**src/rtl/wrb_pkg.sv**
```systemverilog
package wrb_pkg;
  localparam int DATA_W   = 8;
  localparam int REG_W    = 2 * DATA_W;
  localparam int NUM_REGS = 4;
  localparam int SEL_W    = $clog2(NUM_REGS);
  localparam int ADDR_W   = SEL_W + 1;

  typedef enum logic [SEL_W-1:0] {
    SEL_COUNT = 2'd0,
    SEL_CMPA  = 2'd1,
    SEL_CMPB  = 2'd2,
    SEL_CAPT  = 2'd3
  } reg_sel_e;

  // register index lives above the byte-select bit
  function automatic logic [SEL_W-1:0] addr_sel(input logic [ADDR_W-1:0] a);
    return a[ADDR_W-1:1];
  endfunction

  function automatic logic addr_is_high(input logic [ADDR_W-1:0] a);
    return a[0];
  endfunction

  function automatic logic [REG_W-1:0] join_word(input logic [DATA_W-1:0] hi,
                                                 input logic [DATA_W-1:0] lo);
    return {hi, lo};
  endfunction

  function automatic logic [DATA_W-1:0] upper_of(input logic [REG_W-1:0] w);
    return w[REG_W-1:DATA_W];
  endfunction

  function automatic logic [DATA_W-1:0] lower_of(input logic [REG_W-1:0] w);
    return w[DATA_W-1:0];
  endfunction

  // counter step, wraps at the all-ones value
  function automatic logic [REG_W-1:0] bump(input logic [REG_W-1:0] w);
    return w + {{(REG_W-1){1'b0}}, 1'b1};
  endfunction
endpackage

```
**src/rtl/wrb_decode.sv**
```systemverilog
module wrb_decode
  import wrb_pkg::*;
#(
  parameter int NREGS = NUM_REGS,
  parameter int AW    = ADDR_W,
  localparam int SW   = AW - 1
) (
  input  logic [AW-1:0]    addr,
  input  logic             wr,
  input  logic             rd,
  output logic [SW-1:0]    sel,
  output logic             hi_wr_evt,
  output logic             lo_wr_evt,
  output logic             hi_rd_evt,
  output logic             lo_rd_evt,
  output logic [NREGS-1:0] wr_en
);
  logic high;
  logic rd_only;

  always_comb begin
    sel     = addr_sel(addr);
    high    = addr_is_high(addr);
    rd_only = rd && !wr;  // a write strobe masks a read in the same cycle
  end

  assign hi_wr_evt = wr && high;
  assign lo_wr_evt = wr && !high;
  assign hi_rd_evt = rd_only && high;
  assign lo_rd_evt = rd_only && !high;

  for (genvar g = 0; g < NREGS; g++) begin : g_en
    assign wr_en[g] = lo_wr_evt && (sel == SW'(g));
  end
endmodule

```
**src/rtl/wrb_temp.sv**
```systemverilog
module wrb_temp
  import wrb_pkg::*;
#(
  parameter int DW = DATA_W
) (
  input  logic          clk,
  input  logic          rst_n,
  input  logic          hi_wr_evt,
  input  logic          lo_rd_evt,
  input  logic [DW-1:0] wdata,
  input  logic [DW-1:0] snap_hi,
  output logic [DW-1:0] temp_q
);
  always_ff @(posedge clk) begin
    if (!rst_n) begin
      temp_q <= '0;
    end else if (hi_wr_evt) begin
      temp_q <= wdata;
    end else if (lo_rd_evt) begin
      temp_q <= snap_hi;
    end
  end
endmodule

```
**src/rtl/wrb_regs.sv**
```systemverilog
module wrb_regs
  import wrb_pkg::*;
#(
  parameter int NREGS = NUM_REGS,
  parameter int RW    = REG_W
) (
  input  logic                      clk,
  input  logic                      rst_n,
  input  logic [NREGS-1:0]          wr_en,
  input  logic [RW-1:0]             wr_bus,
  input  logic                      cnt_inc,
  output logic [NREGS-1:0][RW-1:0]  reg_q
);
  for (genvar g = 0; g < NREGS; g++) begin : g_reg
    if (g == int'(SEL_COUNT)) begin : g_counter
      // CPU commit has priority over the hardware step
      always_ff @(posedge clk) begin
        if (!rst_n) begin
          reg_q[g] <= '0;
        end else if (wr_en[g]) begin
          reg_q[g] <= wr_bus;
        end else if (cnt_inc) begin
          reg_q[g] <= bump(reg_q[g]);
        end
      end
    end else begin : g_plain
      always_ff @(posedge clk) begin
        if (!rst_n) begin
          reg_q[g] <= '0;
        end else if (wr_en[g]) begin
          reg_q[g] <= wr_bus;
        end
      end
    end
  end
endmodule

```
**src/rtl/wrb_rdmux.sv**
```systemverilog
module wrb_rdmux
  import wrb_pkg::*;
#(
  parameter int NREGS = NUM_REGS,
  parameter int DW    = DATA_W,
  localparam int RW   = 2 * DW,
  localparam int SW   = $clog2(NREGS)
) (
  input  logic [NREGS-1:0][RW-1:0] reg_q,
  input  logic [SW-1:0]            sel,
  input  logic [DW-1:0]            temp_q,
  input  logic                     hi_rd_evt,
  input  logic                     lo_rd_evt,
  output logic [DW-1:0]            rdata,
  output logic [DW-1:0]            sel_hi
);
  logic [RW-1:0] sel_word;

  always_comb begin
    sel_word = reg_q[sel];
    sel_hi   = upper_of(sel_word);
    if (lo_rd_evt) begin
      rdata = lower_of(sel_word);
    end else if (hi_rd_evt) begin
      rdata = temp_q;
    end else begin
      rdata = '0;
    end
  end
endmodule

```
**src/rtl/wide_reg_bridge.sv**
```systemverilog
module wide_reg_bridge
  import wrb_pkg::*;
#(
  parameter int DW    = DATA_W,
  parameter int NREGS = NUM_REGS,
  localparam int RW   = 2 * DW,
  localparam int SW   = $clog2(NREGS),
  localparam int AW   = SW + 1
) (
  input  logic             clk,
  input  logic             rst_n,
  input  logic [AW-1:0]    bus_addr,
  input  logic [DW-1:0]    bus_wdata,
  input  logic             bus_wr,
  input  logic             bus_rd,
  input  logic             cnt_inc,
  output logic [DW-1:0]    bus_rdata,
  output logic [RW-1:0]    wr_bus,
  output logic [NREGS-1:0] wr_en
);
  // named internal events, also used by the checker
  logic [SW-1:0]            sel;
  logic                     hi_wr_evt;
  logic                     lo_wr_evt;
  logic                     hi_rd_evt;
  logic                     lo_rd_evt;
  logic [DW-1:0]            temp_q;
  logic [DW-1:0]            sel_hi;
  logic [NREGS-1:0][RW-1:0] reg_q;
  logic [RW-1:0]            cnt_q;

  wrb_decode #(.NREGS(NREGS), .AW(AW)) u_dec (
    .addr      (bus_addr),
    .wr        (bus_wr),
    .rd        (bus_rd),
    .sel       (sel),
    .hi_wr_evt (hi_wr_evt),
    .lo_wr_evt (lo_wr_evt),
    .hi_rd_evt (hi_rd_evt),
    .lo_rd_evt (lo_rd_evt),
    .wr_en     (wr_en)
  );

  wrb_temp #(.DW(DW)) u_temp (
    .clk       (clk),
    .rst_n     (rst_n),
    .hi_wr_evt (hi_wr_evt),
    .lo_rd_evt (lo_rd_evt),
    .wdata     (bus_wdata),
    .snap_hi   (sel_hi),
    .temp_q    (temp_q)
  );

  assign wr_bus = join_word(temp_q, bus_wdata);

  wrb_regs #(.NREGS(NREGS), .RW(RW)) u_regs (
    .clk     (clk),
    .rst_n   (rst_n),
    .wr_en   (wr_en),
    .wr_bus  (wr_bus),
    .cnt_inc (cnt_inc),
    .reg_q   (reg_q)
  );

  assign cnt_q = reg_q[SEL_COUNT];

  wrb_rdmux #(.NREGS(NREGS), .DW(DW)) u_rd (
    .reg_q     (reg_q),
    .sel       (sel),
    .temp_q    (temp_q),
    .hi_rd_evt (hi_rd_evt),
    .lo_rd_evt (lo_rd_evt),
    .rdata     (bus_rdata),
    .sel_hi    (sel_hi)
  );
endmodule

```
**config.mk**
```make
export PLATFORM = sky130hd
export DESIGN_NAME = wide_reg_bridge
export DESIGN_NICKNAME = d
export VERILOG_FILES = /design/src/rtl/wrb_pkg.sv /design/src/rtl/wrb_decode.sv /design/src/rtl/wrb_temp.sv /design/src/rtl/wrb_regs.sv /design/src/rtl/wrb_rdmux.sv /design/src/rtl/wide_reg_bridge.sv
export SDC_FILE = /design/constraint.sdc
export NUM_CORES = 1
export LEC_CHECK = 0
export ABC_CLOCK_PERIOD_IN_PS = 1600
export BUFFER_PORTS_ARGS = -buffer_cell sky130_fd_sc_hd__buf_2
export CAP_MARGIN = 20
export CORE_ASPECT_RATIO = 1.4
export CORE_UTILIZATION = 35
export CTS_BUF_LIST = sky130_fd_sc_hd__clkbuf_4 sky130_fd_sc_hd__clkbuf_8 sky130_fd_sc_hd__clkbuf_16
export CTS_CLUSTER_DIAMETER = 80
export DETAILED_ROUTE_END_ITERATION = 10
export SLEW_MARGIN = 20
export SYNTH_ARGS = -nofsm -noshare
export SYNTH_HDL_FRONTEND = slang
export SYNTH_SLANG_ARGS = --single-unit
```
**constraint.sdc**
```tcl
create_clock -name clk -period 1.6 [get_ports clk]
set_clock_uncertainty 0.15 [all_clocks]
set_input_delay 0.08 -clock clk [delete_from_list [all_inputs] [get_ports clk]]
set_output_delay 0.08 -clock clk [all_outputs]
set_load 0.01 [all_outputs]
```
==> results, run 1 <==
- The run finished, with violations left.
- The final reports fail on negative setup slack.
- In the finished design, the share of the clock period the worst path needs comes to 1.14.
- Of the total power, combinational logic draws 0.102.
- Dividing the detail-routed wire length by the instance count gives 17.8 um.
- The gate count of the mapped netlist is 400.
- The share of total power dissipated in the clock network is 0.491.
- The leakage power summed over all cells is 1.78 nW.
- Once detail routing completed, the nets flagged for antenna violations numbered 0.
- The total instance count after detailed placement is 567.
- The via count of the first global-routing pass is 3203.
- The number of setup violations in the final report is 13.
- The number of storage elements in the synthesis netlist is 72.
- The fmax is 547 MHz.
- The data arrival time of the critical path is 1600 ps.
- The HPWL reported at the end of detailed placement is 7.29 mm.
- After filler insertion, the fill cell instance count of the layout stands at 925.
- The number of max-cap violations is 0.
- For this configuration, the core starts out at a cell density of 0.366.
- The first detailed-routing pass ran for 4 iterations.
- Counting every net in the synthesized netlist gives 417.
- In this run the worst path has a maximum fanout of 3.
- The height of the chip is 121 um.
- The data required time at the worst endpoint is 1370 ps.
- The cell area power density is 1000 nW/um^2.
- Ranked by total cell area, the synthesized netlist is headed by sky130_fd_sc_hd__dfxtp_1 (41%), sky130_fd_sc_hd__nand2_1 (12%), sky130_fd_sc_hd__mux4_2 (10%).
- The number of clock sinks is 72.
- In the synthesized netlist, the cells that appear most often are sky130_fd_sc_hd__nand2_1 (110), sky130_fd_sc_hd__dfxtp_1 (72), sky130_fd_sc_hd__a21oi_1 (61).
- The largest net degree at the start of global routing is 29.
- For this design the total switching power over the nets is 1.05 mW.
- Setup slack on the critical path of the routed design comes to -229 ps.
- Setup repair after global routing could not meet its margin everywhere.
- In this run the count of I/O pins placed on the die edge is 44.
- The die covers 10500 um^2.
- sky130_fd_sc_hd__dfxtp_1 takes more of the synthesized area than any other cell.
- In this run the tool buffered the top-level ports with 43 buffer cells.
- The last weighted congestion value of the routability-driven placer is 0.827.
- The first global-routing pass estimated 17.0 mm of wire.
- The register share of total power is 0.407.
- The mux share of post-synthesis cell area is 0.128.
- The reg-to-reg critical path startpoint is u_regs.reg_q[0].
- The total overflow left after global routing is 0.
- The post-synthesis average cell area is 8.79 um^2.
- The power consumption is 4.61 mW.
- The post-synthesis compound-gate area fraction is 0.142.
- The transition time of the tightest slew-check pin is 513 ps.
- Across all hold checks on the routed design, the worst slack comes to 8.24 ps.
- The combined area of all synthesized cells is 3520 um^2.
- After the first detailed-routing iteration, the DRC count stood at 254.
- The number of nets in the layout is 489.
- The routed design uses 638 um of met3 wire.
- After detailed routing, no signal wire sits above met4.
- At the later pin of the worst-skew pair, clock insertion delay measures 330 ps.
- The worst hold path belongs to the class input pin to flip-flop.
- The clock passes through at most 2 buffers.
- The net switching fraction of the power is 0.229.
- The clock transition at the register clock pins on the worst setup and hold paths after CTS is 60 ps.
- The clock period minus final worst setup slack is 1830 ps.
- The yosys synthesis warning count is 0.
- In the synthesized netlist the dominant register cell turns out to be sky130_fd_sc_hd__dfxtp_1.
- The total vias in the final route is 3229.
- The layout overhead on the synthesized area is 31.0%.
- The worst-case register-to-register setup slack is -130 ps.
- In the final layout, the share of cells above drive strength 1 is 0.328.
- The number of antenna violations at the first check in global routing came to 0.
- The critical path capture point type is an output port.
- In this run the tightest slew margin relative to its limit is 0.656.
- The critical path starts at u_regs.reg_q[0].
- The hold violation total from the final report is 0.
- IR analysis of the VDD net gives a maximum drop of 0.000548 V.
- The clock tree synthesis step divided the H-tree into 3 levels.
- The post-synthesis xor/xnor area fraction is 0.0224.
- 0 antenna diodes ended up in the layout.
- Counting flops with an async set or reset pin after synthesis yields a share of 0.
- The root buffer cell chosen for the clock tree is sky130_fd_sc_hd__clkbuf_16.
- The detailed-route wire length is 10.8 mm.
- Yosys mapped a number of flops with a built-in enable equal to 0.
- The final max-slew violation count came to 0.
- Buffers inserted during clock tree synthesis total 9.
- The post-route setup TNS is -1550 ps.
- In this run the most critical hold path is launched from cnt_inc.
- The chip width is 86.7 um.
- The share of the Yosys chip area taken by registers is 0.410.
- TritonCTS built the clock tree.
- The share of synthesized area in the top cell type comes to 0.410.
- The area of the core is 9620 um^2.
- For this block, wires on met1 add up to 4.28 mm.
- By area, the combinational part of the netlist is dominated by simple AND/OR/NAND/NOR gates.
- Of the total synthesized cell area, the portion taken by AND, OR, NAND and NOR gates is 0.229.
- The number of distinct standard cells referenced by the synthesized netlist is 44.
- By startpoint and endpoint, the worst setup path is classified as flip-flop to output port.
- Internal power comes to 3.56 mW.
- The via count normalized by instance count is 5.31.
- The DRC violations left is 0.
- The global-route usage over all layers is 0.218.
- Excluding fillers, the count of instances in the completed layout stands at 608.
- The adder-cell share of the synthesized area is 0.00356.
- By instance count, the leading cell after synthesis is sky130_fd_sc_hd__nand2_1.
- Wire segments on met2 add up to 5.72 mm in the final route.
- STA classifies the critical path startpoint as a flip-flop.
- The number of placement rows is 42.
repair_timing:
item	CTS	global route
hold buffers	8	0
endpoints found under the hold margin	31	0
setup endpoints to repair	9	15
resized for setup	21	15
buffers inserted	8	10
pin swaps	2	15
flip-flops by register name, indices dropped and copies added, names as in the netlist:
register	flops
u_temp.temp_q	8
u_regs.reg_q	64
metal layers:
metal / global-route usage / vias up
li1: - / 1536
met1: 0.258 / 1567
met2: 0.385 / 105
met3: 0.0410 / 21
met4: 0.0844 / 0
met5: 0 / -
worst max-delay path, cell delays in order (launching register included):
cell and delay, ps:
sky130_fd_sc_hd__dfxtp_2 330, sky130_fd_sc_hd__buf_6 110, sky130_fd_sc_hd__mux4_2 460, sky130_fd_sc_hd__mux2i_1 150
sky130_fd_sc_hd__nor2_1 50, sky130_fd_sc_hd__buf_2 150
per-stage QoR:
| stage | instance area, um^2 | setup WS (ps) | utilization |
|---|---|---|---|
| after CTS | 4460 | -242 | 0.464 |
| after global routing | 4610 | -285 | 0.479 |
| after detailed placement | 3940 | 5.28 | 0.410 |
| after global placement | 3940 | 41.8 | 0.410 |
| after floorplan | 3520 | 164 | - |
| final | 4610 | -229 | 0.479 |
final timing paths:
check / to / cells after the start
setup reg to reg: u_regs.reg_q[14] / 7
hold reg to reg: u_regs.reg_q[39] / 2
setup / recovery: bus_rdata[0] / 5
hold / removal: u_regs.reg_q[0] / 3
logic make-up (layout without fill, tap and decap cells):
group | Yosys count | count (layout)
AO/OA/AOI/OAI | 91 | 91
XOR/XNOR | 9 | 9
buffers and inverters | 39 | 115
flip-flops | 72 | 72
adder cells (fa/ha/maj) | 1 | 1
multiplexers | 25 | 25
AND/OR/NAND/NOR | 163 | 163
cells in the final DEF, fill, tap and decap left out, types with 2 or more instances in the layout:
master	n
sky130_fd_sc_hd__a211oi_1	5
sky130_fd_sc_hd__a21oi_1	61
sky130_fd_sc_hd__a22oi_1	8
sky130_fd_sc_hd__a31oi_1	3
sky130_fd_sc_hd__and3_1	2
sky130_fd_sc_hd__buf_12	5
sky130_fd_sc_hd__buf_2	43
sky130_fd_sc_hd__buf_4	34
sky130_fd_sc_hd__buf_6	3
sky130_fd_sc_hd__bufinv_16	3
sky130_fd_sc_hd__clkbuf_16	9
sky130_fd_sc_hd__clkinv_2	5
sky130_fd_sc_hd__dfxtp_1	58
sky130_fd_sc_hd__dfxtp_2	9
sky130_fd_sc_hd__dfxtp_4	5
sky130_fd_sc_hd__dlygate4sd3_1	8
sky130_fd_sc_hd__inv_1	3
sky130_fd_sc_hd__mux2i_1	8
sky130_fd_sc_hd__mux4_2	16
sky130_fd_sc_hd__nand2_1	109
sky130_fd_sc_hd__nand2_2	2
sky130_fd_sc_hd__nand3_1	3
sky130_fd_sc_hd__nand3b_4	2
sky130_fd_sc_hd__nand4_1	6
sky130_fd_sc_hd__nor2_1	16
sky130_fd_sc_hd__nor2_4	2
sky130_fd_sc_hd__nor3_1	3
sky130_fd_sc_hd__nor3_2	3
sky130_fd_sc_hd__nor4_4	2
sky130_fd_sc_hd__o21ai_0	12
sky130_fd_sc_hd__xnor2_1	5
sky130_fd_sc_hd__xor2_1	4
layout make-up:
cell class	instances	area, um^2	area share
multi-input combinational	289	1920	0.417
sequential	72	1470	0.319
timing repair buffer	93	684	0.149
clock buffer	9	225	0.0489
tap	132	165	0.0359
clock inverter	6	109	0.0236
inverter	7	30.0	0.00652
power by group through the flow:
stage | Clock (mW) | Combinational, mW | Sequential [mW]
CTS | 2.28 | 0.454 | 1.88
global route | 2.37 | 0.507 | 1.88
global placement | 0 | 0.402 | 1.92
finish | 2.26 | 0.471 | 1.88
detailed placement | 0 | 0.407 | 1.93
floorplan | 0 | 0.248 | 1.92
No activity file was read; power rests on OpenSTA's default activity.
==> run 2, diff against run 1 <==
- SETUP_SLACK_MARGIN: default -> 0.15
==> run 2 against run 1 <==
  * The flow still finishes with violations (negative setup slack)
  * Clock power about the same
  * Routed wire length is 3.7% higher
  * Sequential share of layout area is 0.66 points lower
  * Register-to-register slack about the same
  * Non-clock buffer count up 3
  * Power grew 0.30%
  * Clock-buffer cell count stayed put
  * Global-route usage up 0.57 points
  * Cell count is 0.49% higher
  * Worst setup slack improved by 5.4 ps
  * Die area unchanged
  * Largest cell class unchanged
  * Highest routed layer unchanged
==> results, run 2 (synthesis gave the netlist of run 1 again) <==
- Status: finished, violations left (unchanged).
- Violated checks: negative setup slack (unchanged).
- The number of violations reported at the end of detailed-routing iteration 0 is 281 (was 254).
- The fmax came to 548 MHz (was 547 MHz).
- The number of clock sinks was 72 (unchanged).
- The number of clock buffers inserted by TritonCTS is 9 (unchanged).
- The layout overhead on the synthesized area is 33.6% (was 31.0%).
- The number of buffers added on ports is 43 (unchanged).
- The detailed-route wire length came to 11.2 mm (was 10.8 mm).
- The area of the core is 9620 um^2 (unchanged).
- The utilization after layout was 0.489 (was 0.479).
- The data required time at the worst endpoint was 1370 ps (about the same).
- The cell area power density was 985 nW/um^2 (was 1000 nW/um^2).
- The total instance count after detailed placement was 567 (unchanged).
- Largest registers: u_regs.reg_q: 64 flops, u_temp.temp_q: 8 flops (unchanged).
- The number of nets still failing antenna checks after routing was 0 (unchanged).
- The clock tree from TritonCTS is yes (unchanged).
- The critical path capture point type is an output port (unchanged).
- The number of antenna violations at the first check in global routing is 0 (unchanged).
- The last weighted congestion value of the routability-driven placer is 0.827 (unchanged).
- The post-route setup TNS is -1460 ps (was -1550 ps).
- The via count of the first global-routing pass came to 3234 (was 3203).
- The detailed-routing iteration count for the pre-antenna-repair pass is 5 (was 4).
- The chip width is 86.7 um (unchanged).
- The leakage power summed over all cells is 1.84 nW (was 1.78 nW).
- The clock period minus final worst setup slack is 1820 ps (was 1830 ps).
- The final design instance area without fill came to 4700 um^2 (was 4610 um^2).
- The type of element launching the critical path was a flip-flop (unchanged).
- The height of the chip is 121 um (unchanged).
- The data arrival time of the critical path is 1590 ps (was 1600 ps).
- The relative slew slack is 0.659 (was 0.656).
- The instance area after placement is 3940 um^2 (unchanged).
- The via count normalized by instance count came to 5.37 (was 5.31).
- The count of boundary I/O pins is 44 (unchanged).
- The final max-slew violation count is 0 (unchanged).
- The initial cell density of the core was 0.366 (unchanged).
- Series of cell instances along the critical path: buf_6, mux4_2, mux2i_1, nor2_1, buf_2 (unchanged).
- The number of placement rows is 42 (unchanged).
- The mean routed wirelength per cell is 18.4 um (was 17.8 um).
- The die footprint is 10500 um^2 (unchanged).
- The HPWL reported at the end of detailed placement is 7.29 mm (unchanged).
- The slowest stage cell on the critical path is sky130_fd_sc_hd__mux4_2 (unchanged).
- The largest net degree at the start of global routing came to 29 (unchanged).
- The worst-case vdd ir drop came to 0.000551 V (was 0.000548 V).
- The hold violation total from the final report is 0 (unchanged).
- The fraction of layout cells with a size suffix above 1 is 0.332 (was 0.328).
- The clock transition at the register clock pins on the worst setup and hold paths after CTS is 60 ps (about the same).
- The CTS H-tree depth came to 3 (unchanged).
- Most frequent cells in the layout: sky130_fd_sc_hd__nand2_1 (110), sky130_fd_sc_hd__a21oi_1 (61), sky130_fd_sc_hd__dfxtp_1 (59) (was sky130_fd_sc_hd__nand2_1 (109), sky130_fd_sc_hd__a21oi_1 (61), sky130_fd_sc_hd__dfxtp_1 (58)).
- Unrepaired setup endpoints after global routing: yes (unchanged).
- The wire length of the first global-routing pass is 17.4 mm (was 17.0 mm).
- The total vias in the final route is 3282 (was 3229).
- The global-route congestion overflow total is 0 (unchanged).
- The number of fill cells is 919 (was 925).
- The top register by number of flip-flops is u_regs.reg_q (unchanged).
- The DRC violations left is 0 (unchanged).
- The final non-filler cell total is 611 (was 608).
- The delay contributed by the slowest stage of the critical path is 460 ps (about the same).
- The worst-skew pair later-pin latency is 330 ps (about the same).
- The peak fanout along the critical path was 3 (unchanged).
- The leading cell type in the layout, fill and taps excluded was sky130_fd_sc_hd__nand2_1 (unchanged).
- The number of setup violations in the final report is 12 (was 13).
- The clock root buffer is sky130_fd_sc_hd__clkbuf_16 (unchanged).
- The number of buffers between clock root and the deepest sink is 2 (unchanged).
- The transition time of the tightest slew-check pin came to 508 ps (was 513 ps).
- The number of nets in the layout is 492 (was 489).
- The category of the critical setup timing path is flip-flop to output port (unchanged).
- The number of max-cap violations came to 0 (unchanged).
- The flip-flop count of the largest register, all copies and words added was 64 (unchanged).
- The power consumption is 4.63 mW (was 4.61 mW).
- The global-route usage over all layers is 0.224 (was 0.218).
- The class of the tightest hold or removal check is input pin to flip-flop (unchanged).
- The post-layout worst setup margin was -224 ps (was -229 ps).
- The total inserted antenna cells is 0 (unchanged).
- The share of the clock period used by the worst path after layout came to 1.14 (about the same).
-- run 2: power breakdown --
| group | internal [mW] | leakage, nW | switching [mW] | total [mW] |
|---|---|---|---|---|
| Combinational | 0.216 | 1.08 | 0.264 | 0.480 |
| Sequential | 1.83 | 0.591 | 0.0453 | 1.88 |
| Clock | 1.51 | 0.165 | 0.755 | 2.27 |
-- run 2: final timing paths --
check                        start                to  slack (ps)  cells past startpoint
setup / recovery   u_regs.reg_q[0]      bus_rdata[0]        -220                      5
hold / removal             cnt_inc   u_regs.reg_q[0]          10                      3
hold reg to reg   u_regs.reg_q[39]  u_regs.reg_q[39]         300                      2
setup reg to reg   u_regs.reg_q[0]  u_regs.reg_q[14]        -140                      8
-- run 2: layout make-up --
type,instances,area [um^2],share of cell area
Multi-Input combinational cell,289,1950,0.414
Tap cell,132,165,0.0352
Timing Repair Buffer,96,749,0.160
Clock inverter,6,109,0.0232
Clock buffer,9,225,0.0479
Inverter,7,33.8,0.00719
Sequential cell,72,1470,0.313
-- run 2: per-layer routing --
metal | vias up | wire, um | global-route usage
met2 | 113 | 5900 | 0.392
met1 | 1607 | 4480 | 0.264
li1 | 1536 | - | -
met3 | 26 | 536 | 0.0410
met5 | - | 0 | 0
met4 | 0 | 311 | 0.0969
-- run 2: metrics by stage --
| stage | hold slack (ps) | setup slack [ps] |
|---|---|---|
| after global routing | 24.4 | -278 |
| after floorplan | 66.0 | 164 |
| after global placement | 247 | 41.8 |
| after detailed placement | 256 | 5.28 |
| final | 13.9 | -224 |
| after CTS | 8.93 | -242 |
-- run 2: what timing repair did --
item	in CTS	in global routing
pin swaps	13	20
setup buffers	15	6
setup endpoints to repair	17	20
hold buffers	8	0
resized for setup	35	14
hold endpoints to repair	31	0
-- run 2: critical path, delay by kind of cell (launching register included) --
family | cells | cell delay (ps)
and+or+nand+nor | 1 | 50
buffers and inverters | 2 | 260
muxes | 2 | 610
DFF | 1 | 320
